<file path="src/rtl/lzc_pkg.sv">
package lzc_pkg;
  typedef enum logic [1:0] {
    MODE_LZ  = 2'b00,
    MODE_TZ  = 2'b01,
    MODE_LO  = 2'b10,
    MODE_RSV = 2'b11
  } lzc_mode_e;
endpackage

</file>
<file path="src/rtl/lzc_cell.sv">
module lzc_cell (
  input  logic d_i,
  input  logic f_i,
  output logic hit_o,
  output logic f_o
);
  assign hit_o = d_i & ~f_i;
  assign f_o   = f_i | d_i;
endmodule

</file>
<file path="src/rtl/lzc_front.sv">
module lzc_front
  import lzc_pkg::*;
#(
  parameter int WIDTH = 8
) (
  input  logic [WIDTH-1:0] data_i,
  input  logic [1:0]       mode_i,
  output logic [WIDTH:0]   seq_o   // seq_o[k]: scan position k, k=0 first
);
  lzc_mode_e mode;
  assign mode = lzc_mode_e'(mode_i);

  always_comb begin
    for (int k = 0; k < WIDTH; k++) begin
      unique case (mode)
        MODE_TZ: seq_o[k] = data_i[k];
        MODE_LO: seq_o[k] = ~data_i[WIDTH-1-k];
        default: seq_o[k] = data_i[WIDTH-1-k];
      endcase
    end
    seq_o[WIDTH] = 1'b1;  // guard bit
  end
endmodule

</file>
<file path="src/rtl/lzc_chain.sv">
module lzc_chain #(
  parameter int WIDTH = 8,
  localparam int LEN = WIDTH + 1
) (
  input  logic [LEN-1:0] seq_i,
  output logic [LEN-1:0] hit_o,
  output logic           found_o
);
  logic [LEN:0] found;
  assign found[0] = 1'b0;

  for (genvar k = 0; k < LEN; k++) begin : g_cell
    lzc_cell u_cell (
      .d_i  (seq_i[k]),
      .f_i  (found[k]),
      .hit_o(hit_o[k]),
      .f_o  (found[k+1])
    );
  end

  assign found_o = found[LEN];
endmodule

</file>
<file path="src/rtl/lzc_onehot_enc.sv">
module lzc_onehot_enc #(
  parameter int WIDTH = 8,
  localparam int LEN = WIDTH + 1,
  localparam int CNT_W = $clog2(WIDTH) + 1
) (
  input  logic [LEN-1:0]   hit_i,
  output logic [CNT_W-1:0] cnt_o
);
  always_comb begin
    cnt_o = '0;
    for (int k = 0; k < LEN; k++) begin
      if (hit_i[k]) cnt_o = cnt_o | CNT_W'(k);
    end
  end

  always_comb begin
    AST_HIT_ONEHOT: assert ($onehot(hit_i));
    AST_CNT_RANGE: assert (int'(cnt_o) <= WIDTH);
  end
endmodule

</file>
<file path="src/rtl/ripple_lzc.sv">
module ripple_lzc
  import lzc_pkg::*;
#(
  parameter int WIDTH = 8,
  localparam int LEN = WIDTH + 1,
  localparam int CNT_W = $clog2(WIDTH) + 1
) (
  input  logic [WIDTH-1:0] data_i,
  input  logic [1:0]       mode_i,
  output logic [CNT_W-1:0] cnt_o
);
  logic [LEN-1:0] seq;
  logic [LEN-1:0] hit;
  logic           found;

  lzc_front #(.WIDTH(WIDTH)) u_front (
    .data_i(data_i),
    .mode_i(mode_i),
    .seq_o (seq)
  );

  lzc_chain #(.WIDTH(WIDTH)) u_chain (
    .seq_i  (seq),
    .hit_o  (hit),
    .found_o(found)
  );

  lzc_onehot_enc #(.WIDTH(WIDTH)) u_enc (
    .hit_i(hit),
    .cnt_o(cnt_o)
  );

  // port-level relations between data, mode and count
  always_comb begin
    AST_GUARD_REACHED: assert (found);
    if (data_i == '0 && (mode_i == 2'b00 || mode_i == 2'b11))
      AST_ALL_ZERO: assert (int'(cnt_o) == WIDTH);
    for (int k = 0; k < WIDTH; k++) begin
      if (mode_i == 2'b00 || mode_i == 2'b11) begin
        if (k < int'(cnt_o)) AST_LZ_ZERO_ABOVE: assert (!data_i[WIDTH-1-k]);
        if (k == int'(cnt_o)) AST_LZ_ONE_AT: assert (data_i[WIDTH-1-k]);
      end
      if (mode_i == 2'b01) begin
        if (k < int'(cnt_o)) AST_TZ_ZERO_BELOW: assert (!data_i[k]);
        if (k == int'(cnt_o)) AST_TZ_ONE_AT: assert (data_i[k]);
      end
      if (mode_i == 2'b10) begin
        if (k < int'(cnt_o)) AST_LO_ONE_ABOVE: assert (data_i[WIDTH-1-k]);
        if (k == int'(cnt_o)) AST_LO_ZERO_AT: assert (!data_i[WIDTH-1-k]);
      end
    end
  end
endmodule

</file>
<file path="config.mk">
export PLATFORM = sky130hd
export DESIGN_NAME = ripple_lzc
export DESIGN_NICKNAME = d
export VERILOG_FILES = /design/src/rtl/lzc_pkg.sv /design/src/rtl/lzc_cell.sv /design/src/rtl/lzc_front.sv /design/src/rtl/lzc_chain.sv /design/src/rtl/lzc_onehot_enc.sv /design/src/rtl/ripple_lzc.sv
export SDC_FILE = /design/constraint.sdc
export NUM_CORES = 1
export LEC_CHECK = 0
export CORE_AREA = 8 8 45 47
export DETAILED_ROUTE_END_ITERATION = 8
export DIE_AREA = 0 0 53 55
export DONT_BUFFER_PORTS = 1
export GPL_ROUTABILITY_DRIVEN = 0
export GPL_TIMING_DRIVEN = 0
export PLACE_DENSITY = 0.51
export SLEW_MARGIN = 20
export SYNTH_ARGS = -nofsm -noshare
export SYNTH_HDL_FRONTEND = slang
export SYNTH_SLANG_ARGS = --single-unit
export TNS_END_PERCENT = 30
</file>
<file path="constraint.sdc">
create_clock -name vclk -period 6.3
set_input_delay 1.89 -clock vclk [all_inputs]
set_output_delay 1.89 -clock vclk [all_outputs]
set_load 0.02 [all_outputs]
</file>
==> impl_metrics.toml, run 1 <==
[route]
vias = 358
final_antenna_net_count = 0
wire_per_inst_um = 11.48
route.detailed.drc = 0
dr.pass1.iters = 2
drt_iter0_markers = 8
finalWirelength_um = 815
viasPerCell = 5.042

[critical_path]
end_kind = "output port"
critPathKind = "input port to output port"
cp_cell_sequence = "inv_1 -> ha_1 -> buf_4 -> or3_1 -> a21oi_2 -> nand2_1 -> nor2b_1"
cp_slowest_cell = "or3_1"
worst_path_dominant_cell_family = "simple AND/OR/NAND/NOR gates"
crit_fanout = 10
critical_path_buf_inv_count = 2
startpoint = "mode_i[0]"
cp-start-kind = "input port"
worstPathArrival_ps = 3340
critPathMaxStageDelay_ps = 380
crit_required_ps = 4410

[timing]
setup_viol_count_final = 0
hold_violations = 0
final_max_slew_viol_count = 0
worst_slew_pin_slew_ps = 455.2
relSlewSlack_pct = 69.59
rsz0062_at_grt = "false"
timing.fmax_mhz = 191.2
fin_tns_setup_ps = 0
fin_crit_ps = 5231
period_share_pct = 83.04

[power]
intPower_mw = 0.01436
powerDensity_mw_per_mm2 = 93.12
max-vdd-ir-drop_uv = 37.34
power.leakage_nw = 0.1354
net-switching-power_mw = 0.01931
p_clk_share_pct = 0
p_sw_share_pct = 57.35
p_seq_share_pct = 0
combPwrFrac_pct = 100.0

[global_route]
antenna_found_initial = 0
grt_pass1_vias = 361
grt-ovfl-total = 0
grt_pass1_wl_um = 1414
grt_max_degree = 11
grt_usage_pct = 5.940

[die]
fp.dieH_um = 55
die_width_um = 53
start_util_pct = 24.68
ios = 14
die_area_mm2 = 0.002915
core_mm2 = 0.001384
rows = 14

[run]
drv_cap = 0

[run_status]
status = "finished clean"

[min_path]
hp-start = "data_i[3]"
hold_depth = 3
hold_class = "input port to output port"
min_to = "cnt_o[1]"

[final_layout]
seq_area_um2 = 0
fin_util_pct = 26.13
final_cell_mix = "nand2_1 (8), nand2b_1 (8), nor2b_1 (8), a31oi_1 (5)"
nNetsFinal = 69
synthToLayoutAreaGrowth_pct = 5.861
fillers = 166
nFlopsAndLatches = 0
final_layout_size_suffix_gt1_share_pct = 7.273
antennaDiodeCount = 0
clkbuf_count = 0

[placement]
hpwl_um = 719
io_buffers = 0

[synth]
yosysWarnings = 0
yosys.cell_types.count = 21
syn_area_per_cell_um2 = 6.211
syn-num-nets = 67
netlist_instances = 55
syn_area_um2 = 341.6
ys_seq_area_share_pct = 0

[clock_network]
cts_setup_buffers = 0
cts.hold.buffers_added = 0
cts_resized = 0
==> Yosys cell counts, drive strengths merged <==
library cell | number | area [um2]
or3 | 1 | 6.260
and2b | 1 | 7.510
o211ai | 2 | 15.01
ha | 2 | 25.02
and3 | 2 | 12.51
a21oi | 3 | 18.77
nand2 | 8 | 30.03
and2 | 1 | 8.760
nor2b | 8 | 50.05
nor3b | 1 | 7.510
o21ai | 1 | 5.000
a31oi | 5 | 31.28
a31o | 2 | 17.52
o31ai | 1 | 7.510
buf | 2 | 18.77
inv | 3 | 11.26
nor2 | 3 | 11.26
nand2b | 8 | 50.05
a21boi | 1 | 7.510
==> power groups by stage <==
stage	combinational, mW	clock [mW]	sequential [mW]
after floorplan	0.0295	0	0
after global placement	0.0341	0	0
after detailed placement	0.0343	0	0
after CTS	0.0345	0	0
after global routing	0.0385	0	0
final	0.0337	0	0
==> kinds of logic after synthesis <==
group	count (synthesis)	synth area share [%]
adders and majority gates	2	7.325
AOI/OAI and AO/OA	15	30.04
buffers and inverters	5	8.792
and+or+nand+nor	33	53.85
==> how the worst max path moves through the flow <==
stage | end | slack [ps] | cells after the start
final | cnt_o[3] | 1070 | 7
after floorplan | cnt_o[3] | 1130 | 7
after global placement | cnt_o[3] | 1050 | 7
after detailed placement | cnt_o[3] | 1050 | 7
after CTS | cnt_o[3] | 1040 | 8
after global routing | cnt_o[3] | 880 | 8
==> routing by layer <==
metal,share of wire [%],track usage [%],routed length [um],vias up
met5,0,0,0,-
met4,0,0,0,0
met3,13,2.139,107,0
met2,48,11.52,390,8
met1,39,6.335,317,158
li1,-,-,-,192
==> final cells by class <==
cell class                      instances  area [um2]  area share (%)
Tap cell                               16       20.02           5.536
Multi-Input combinational cell         50       311.5           86.16
Buffer                                  2       18.77           5.190
Inverter                                3       11.26           3.114
==> stage by stage <==
stage	hold slack, ps	cell area (um2)	power, mW	cells	setup WS [ps]
floorplan	4089	341.6	0.02951	55	1134
global placement	4138	361.6	0.03415	71	1049
global route	4184	361.6	0.03853	71	882.6
CTS	4147	361.6	0.03445	71	1044
finish	4139	361.6	0.03367	71	1069
detailed placement	4142	361.6	0.03433	71	1047
(Power assumes the default switching activity.)
==> run 2, diff against run 1 <==
--- a/config.mk
+++ b/config.mk
@@ -11,7 +11,7 @@
 export DONT_BUFFER_PORTS = 1
 export GPL_ROUTABILITY_DRIVEN = 0
 export GPL_TIMING_DRIVEN = 0
-export PLACE_DENSITY = 0.51
+export PLACE_DENSITY = 0.52
 export SLEW_MARGIN = 20
 export SYNTH_ARGS = -nofsm -noshare
 export SYNTH_HDL_FRONTEND = slang
==> constraint.sdc (replaced) <==
create_clock -name vclk -period 4.4
set_input_delay 1.32 -clock vclk [all_inputs]
set_output_delay 1.32 -clock vclk [all_outputs]
set_load 0.02 [all_outputs]
==> impl_metrics.toml, run 2 (same netlist as run 1, synthesis figures left out) <==
[timing]
timing.fmax_mhz = 241.3
period_share_pct = 94.19
worst_slew_pin_slew_ps = 468.6
hold_violations = 0
fin_crit_ps = 4144
rsz0062_at_grt = "false"
fin_tns_setup_ps = 0
setup_viol_count_final = 0
hold_ws_ps = 3000
final_max_slew_viol_count = 0
relSlewSlack_pct = 68.70
fin_ws_ps = 255.8

[critical_path]
crit_fanout = 10
cp_slowest_cell = "nor2b_1"
crit_required_ps = 3080
worstPathArrival_ps = 2820
cp_cell_sequence = "inv_1 -> ha_1 -> buf_4 -> nor2b_1 -> a31o_1 -> o21ai_1 -> nor3b_1 -> nor2b_1"
cp-start-kind = "input port"
critPathMaxStageDelay_ps = 400
end_kind = "output port"
critical_path_buf_inv_count = 2
critPathKind = "input port to output port"
worst_path_dominant_cell_family = "simple AND/OR/NAND/NOR gates"
cp_common_cell = "nor2b_1"

[power]
max-vdd-ir-drop_uv = 41.23
powerDensity_mw_per_mm2 = 136.2
power.leakage_nw = 0.1354

[route]
drt_iter0_markers = 5
vias = 351
route.detailed.drc = 0
viasPerCell = 4.944
dr.pass1.iters = 4
finalWirelength_um = 896
wire_per_inst_um = 12.62
final_antenna_net_count = 0

[min_path]
hold_class = "input port to output port"

[global_route]
gr-usage-met2_pct = 11.13
grt_usage_pct = 5.940
antenna_found_initial = 0
grt_max_degree = 11
grt_pass1_wl_um = 1442
grt_util_met1_pct = 6.938
use_met3_pct = 1.604
grt_busiest_layer = "met2"
grt_pass1_vias = 343
grt-ovfl-total = 0

[placement]
io_buffers = 0
place_ws_ps = 270.5
dp.cells = 71
placed_cell_area_um2 = 361.6

[final_layout]
stdcell_count = 71
nNetsFinal = 69
clkbuf_count = 0
synthToLayoutAreaGrowth_pct = 5.861
antennaDiodeCount = 0
multi_input_comb_area_um2 = 311.5
final_cell_mix = "nand2_1 (8), nand2b_1 (8), nor2b_1 (8), a31oi_1 (5)"
nFlopsAndLatches = 0
post-route-cell-area_um2 = 361.6
final_layout_size_suffix_gt1_share_pct = 7.273
fillers = 167
seq_area_um2 = 0

[clock_network]
cts_setup_buffers = 0
cts_resized = 0
cts.hold.buffers_added = 0

[die]
die_width_um = 53
rows = 14
start_util_pct = 24.68
ios = 14
die_area_mm2 = 0.002915
core_mm2 = 0.001384
fp.dieH_um = 55

[run]
drv_cap = 0

[run_status]
status = "finished clean"
==> run 2: power by group <==
part	total [mW]	switching [mW]	leakage [nW]	internal (mW)
registers	0	0	0	0
logic	0.0492	0.0287	0.135	0.0206
clock network	0	0	0	0
==> run 2: worst paths after layout <==
check / start / end / slack (ps) / cells after the start
max: mode_i[0] / cnt_o[3] / 260 / 8
min: data_i[4] / cnt_o[3] / 3000 / 4
==> run 2: cell type report <==
type	count	share of cell area, %
multi-input cells	50	86.16
plain buffers	2	5.190
inverters	3	3.114
well taps	16	5.536
==> run 2: stage by stage <==
| stage | power [mW] | util [%] |
|---|---|---|
| after floorplan | 0.04226 | - |
| after global routing | 0.05511 | 26.13 |
| after CTS | 0.04949 | 26.13 |
| final | 0.04924 | 26.13 |
| after global placement | 0.04892 | 26.13 |
| after detailed placement | 0.04931 | 26.13 |
==> run 2: metal layers <==
layer	vias to the layer above	wire length [um]
met4	0	0
met3	0	76
met2	7	437
li1	190	-
met1	154	382
met5	-	0
==> run 3, diff against run 2 <==
--- a/config.mk
+++ b/config.mk
@@ -11,7 +11,6 @@
 export DONT_BUFFER_PORTS = 1
 export GPL_ROUTABILITY_DRIVEN = 0
 export GPL_TIMING_DRIVEN = 0
-export PLACE_DENSITY = 0.52
 export SLEW_MARGIN = 20
 export SYNTH_ARGS = -nofsm -noshare
 export SYNTH_HDL_FRONTEND = slang
==> impl_metrics.toml, run 3 (same netlist as run 1, synthesis figures left out) <==
[timing]
fin_tns_setup_ps = 0
hold_violations = 0
rsz0062_at_grt = "false"
worst_slew_pin_slew_ps = 460.5
final_max_slew_viol_count = 0
timing.fmax_mhz = 241.9
fin_crit_ps = 4134
relSlewSlack_pct = 69.23
period_share_pct = 93.94
setup_viol_count_final = 0

[final_layout]
synthToLayoutAreaGrowth_pct = 5.861
final_cell_mix = "nand2_1 (8), nand2b_1 (8), nor2b_1 (8), a31oi_1 (5)"
fin_util_pct = 26.13
clkbuf_count = 0
nFlopsAndLatches = 0
nNetsFinal = 69
antennaDiodeCount = 0
seq_area_um2 = 0
final_layout_size_suffix_gt1_share_pct = 7.273
fillers = 155

[global_route]
grt_pass1_vias = 322
gr-usage-met2_pct = 8.789
grt_usage_pct = 5.831
grt-ovfl-total = 0
grt_pass1_wl_um = 1414
grt_busiest_layer = "met2"
grt_util_met1_pct = 7.994
antenna_found_initial = 0
use_met3_pct = 2.406
grt_max_degree = 11

[die]
core_mm2 = 0.001384
die_area_mm2 = 0.002915
die_width_um = 53
ios = 14
fp.dieH_um = 55
rows = 14
start_util_pct = 24.68

[critical_path]
cp_common_cell = "nor2b_1"
cp-start-kind = "input port"
critPathMaxStageDelay_ps = 400
cp_cell_sequence = "inv_1 -> ha_1 -> buf_4 -> nor2b_1 -> a31o_1 -> o21ai_1 -> nor3b_1 -> nor2b_1"
crit_required_ps = 3080
end_kind = "output port"
crit_fanout = 10
cp_slowest_cell = "nor2b_1"
worstPathArrival_ps = 2810
worst_path_dominant_cell_family = "simple AND/OR/NAND/NOR gates"
critical_path_buf_inv_count = 2
critPathKind = "input port to output port"

[power]
powerDensity_mw_per_mm2 = 134.7
max-vdd-ir-drop_uv = 43.88
power.leakage_nw = 0.1354

[clock_network]
cts_setup_buffers = 0
cts.hold.buffers_added = 0
cts_resized = 0

[route]
route.detailed.drc = 0
dr.pass1.iters = 4
drt_iter0_markers = 3
vias = 359
viasPerCell = 5.056
wire_per_inst_um = 11.58
final_antenna_net_count = 0
finalWirelength_um = 822

[placement]
io_buffers = 0

[run_status]
status = "finished clean"

[run]
drv_cap = 0

[min_path]
hold_class = "input port to output port"
[run 3: cell counts in the layout (fill, tap and decap cells not counted)]
Identical to the previous run, type by type.
[run 3: worst paths after layout]
check	from	to	cells after the start
max	mode_i[0]	cnt_o[3]	8
min	data_i[4]	cnt_o[3]	4
[run 3: through the flow]
step / std cells / hold slack [ps] / setup slack (ps) / power, mW / cell area (um2)
detailed placement: 71 / 3001 / 284.1 / 0.04886 / 361.6
floorplan: 55 / 2949 / 374.4 / 0.04226 / 341.6
global route: 71 / 3031 / 131.4 / 0.05463 / 361.6
CTS: 71 / 3001 / 258.3 / 0.04913 / 361.6
global placement: 71 / 2997 / 305.2 / 0.04816 / 361.6
finish: 71 / 2997 / 266.5 / 0.04871 / 361.6
[run 3: tightest hold or removal path: cells and delay by family]
family	cells	cell delay [ps]
AND/OR/NAND/NOR	3	280
AO/OA/AOI/OAI	1	70
[run 3: final cells by class]
| cell class | count | area, um2 | area share (%) |
|---|---|---|---|
| multi-input combinational | 50 | 311.5 | 86.16 |
| tap | 16 | 20.02 | 5.536 |
| buffer | 2 | 18.77 | 5.190 |
| inverter | 3 | 11.26 | 3.114 |
[run 3: per-layer routing]
layer / routed length, um / vias up / share of wire [%]
met2: 355 / 15 / 43
li1: - / 191 / -
met4: 0 / 0 / 0
met5: 0 / - / 0
met3: 122 / 0 / 15
met1: 344 / 153 / 42
[run 3: power breakdown]
group          internal (mW)  total [mW]  switching, mW  leakage [nW]
combinational         0.0206      0.0487         0.0281         0.135
clock                      0           0              0             0
sequential                 0           0              0             0
total                 0.0206      0.0487         0.0281         0.135
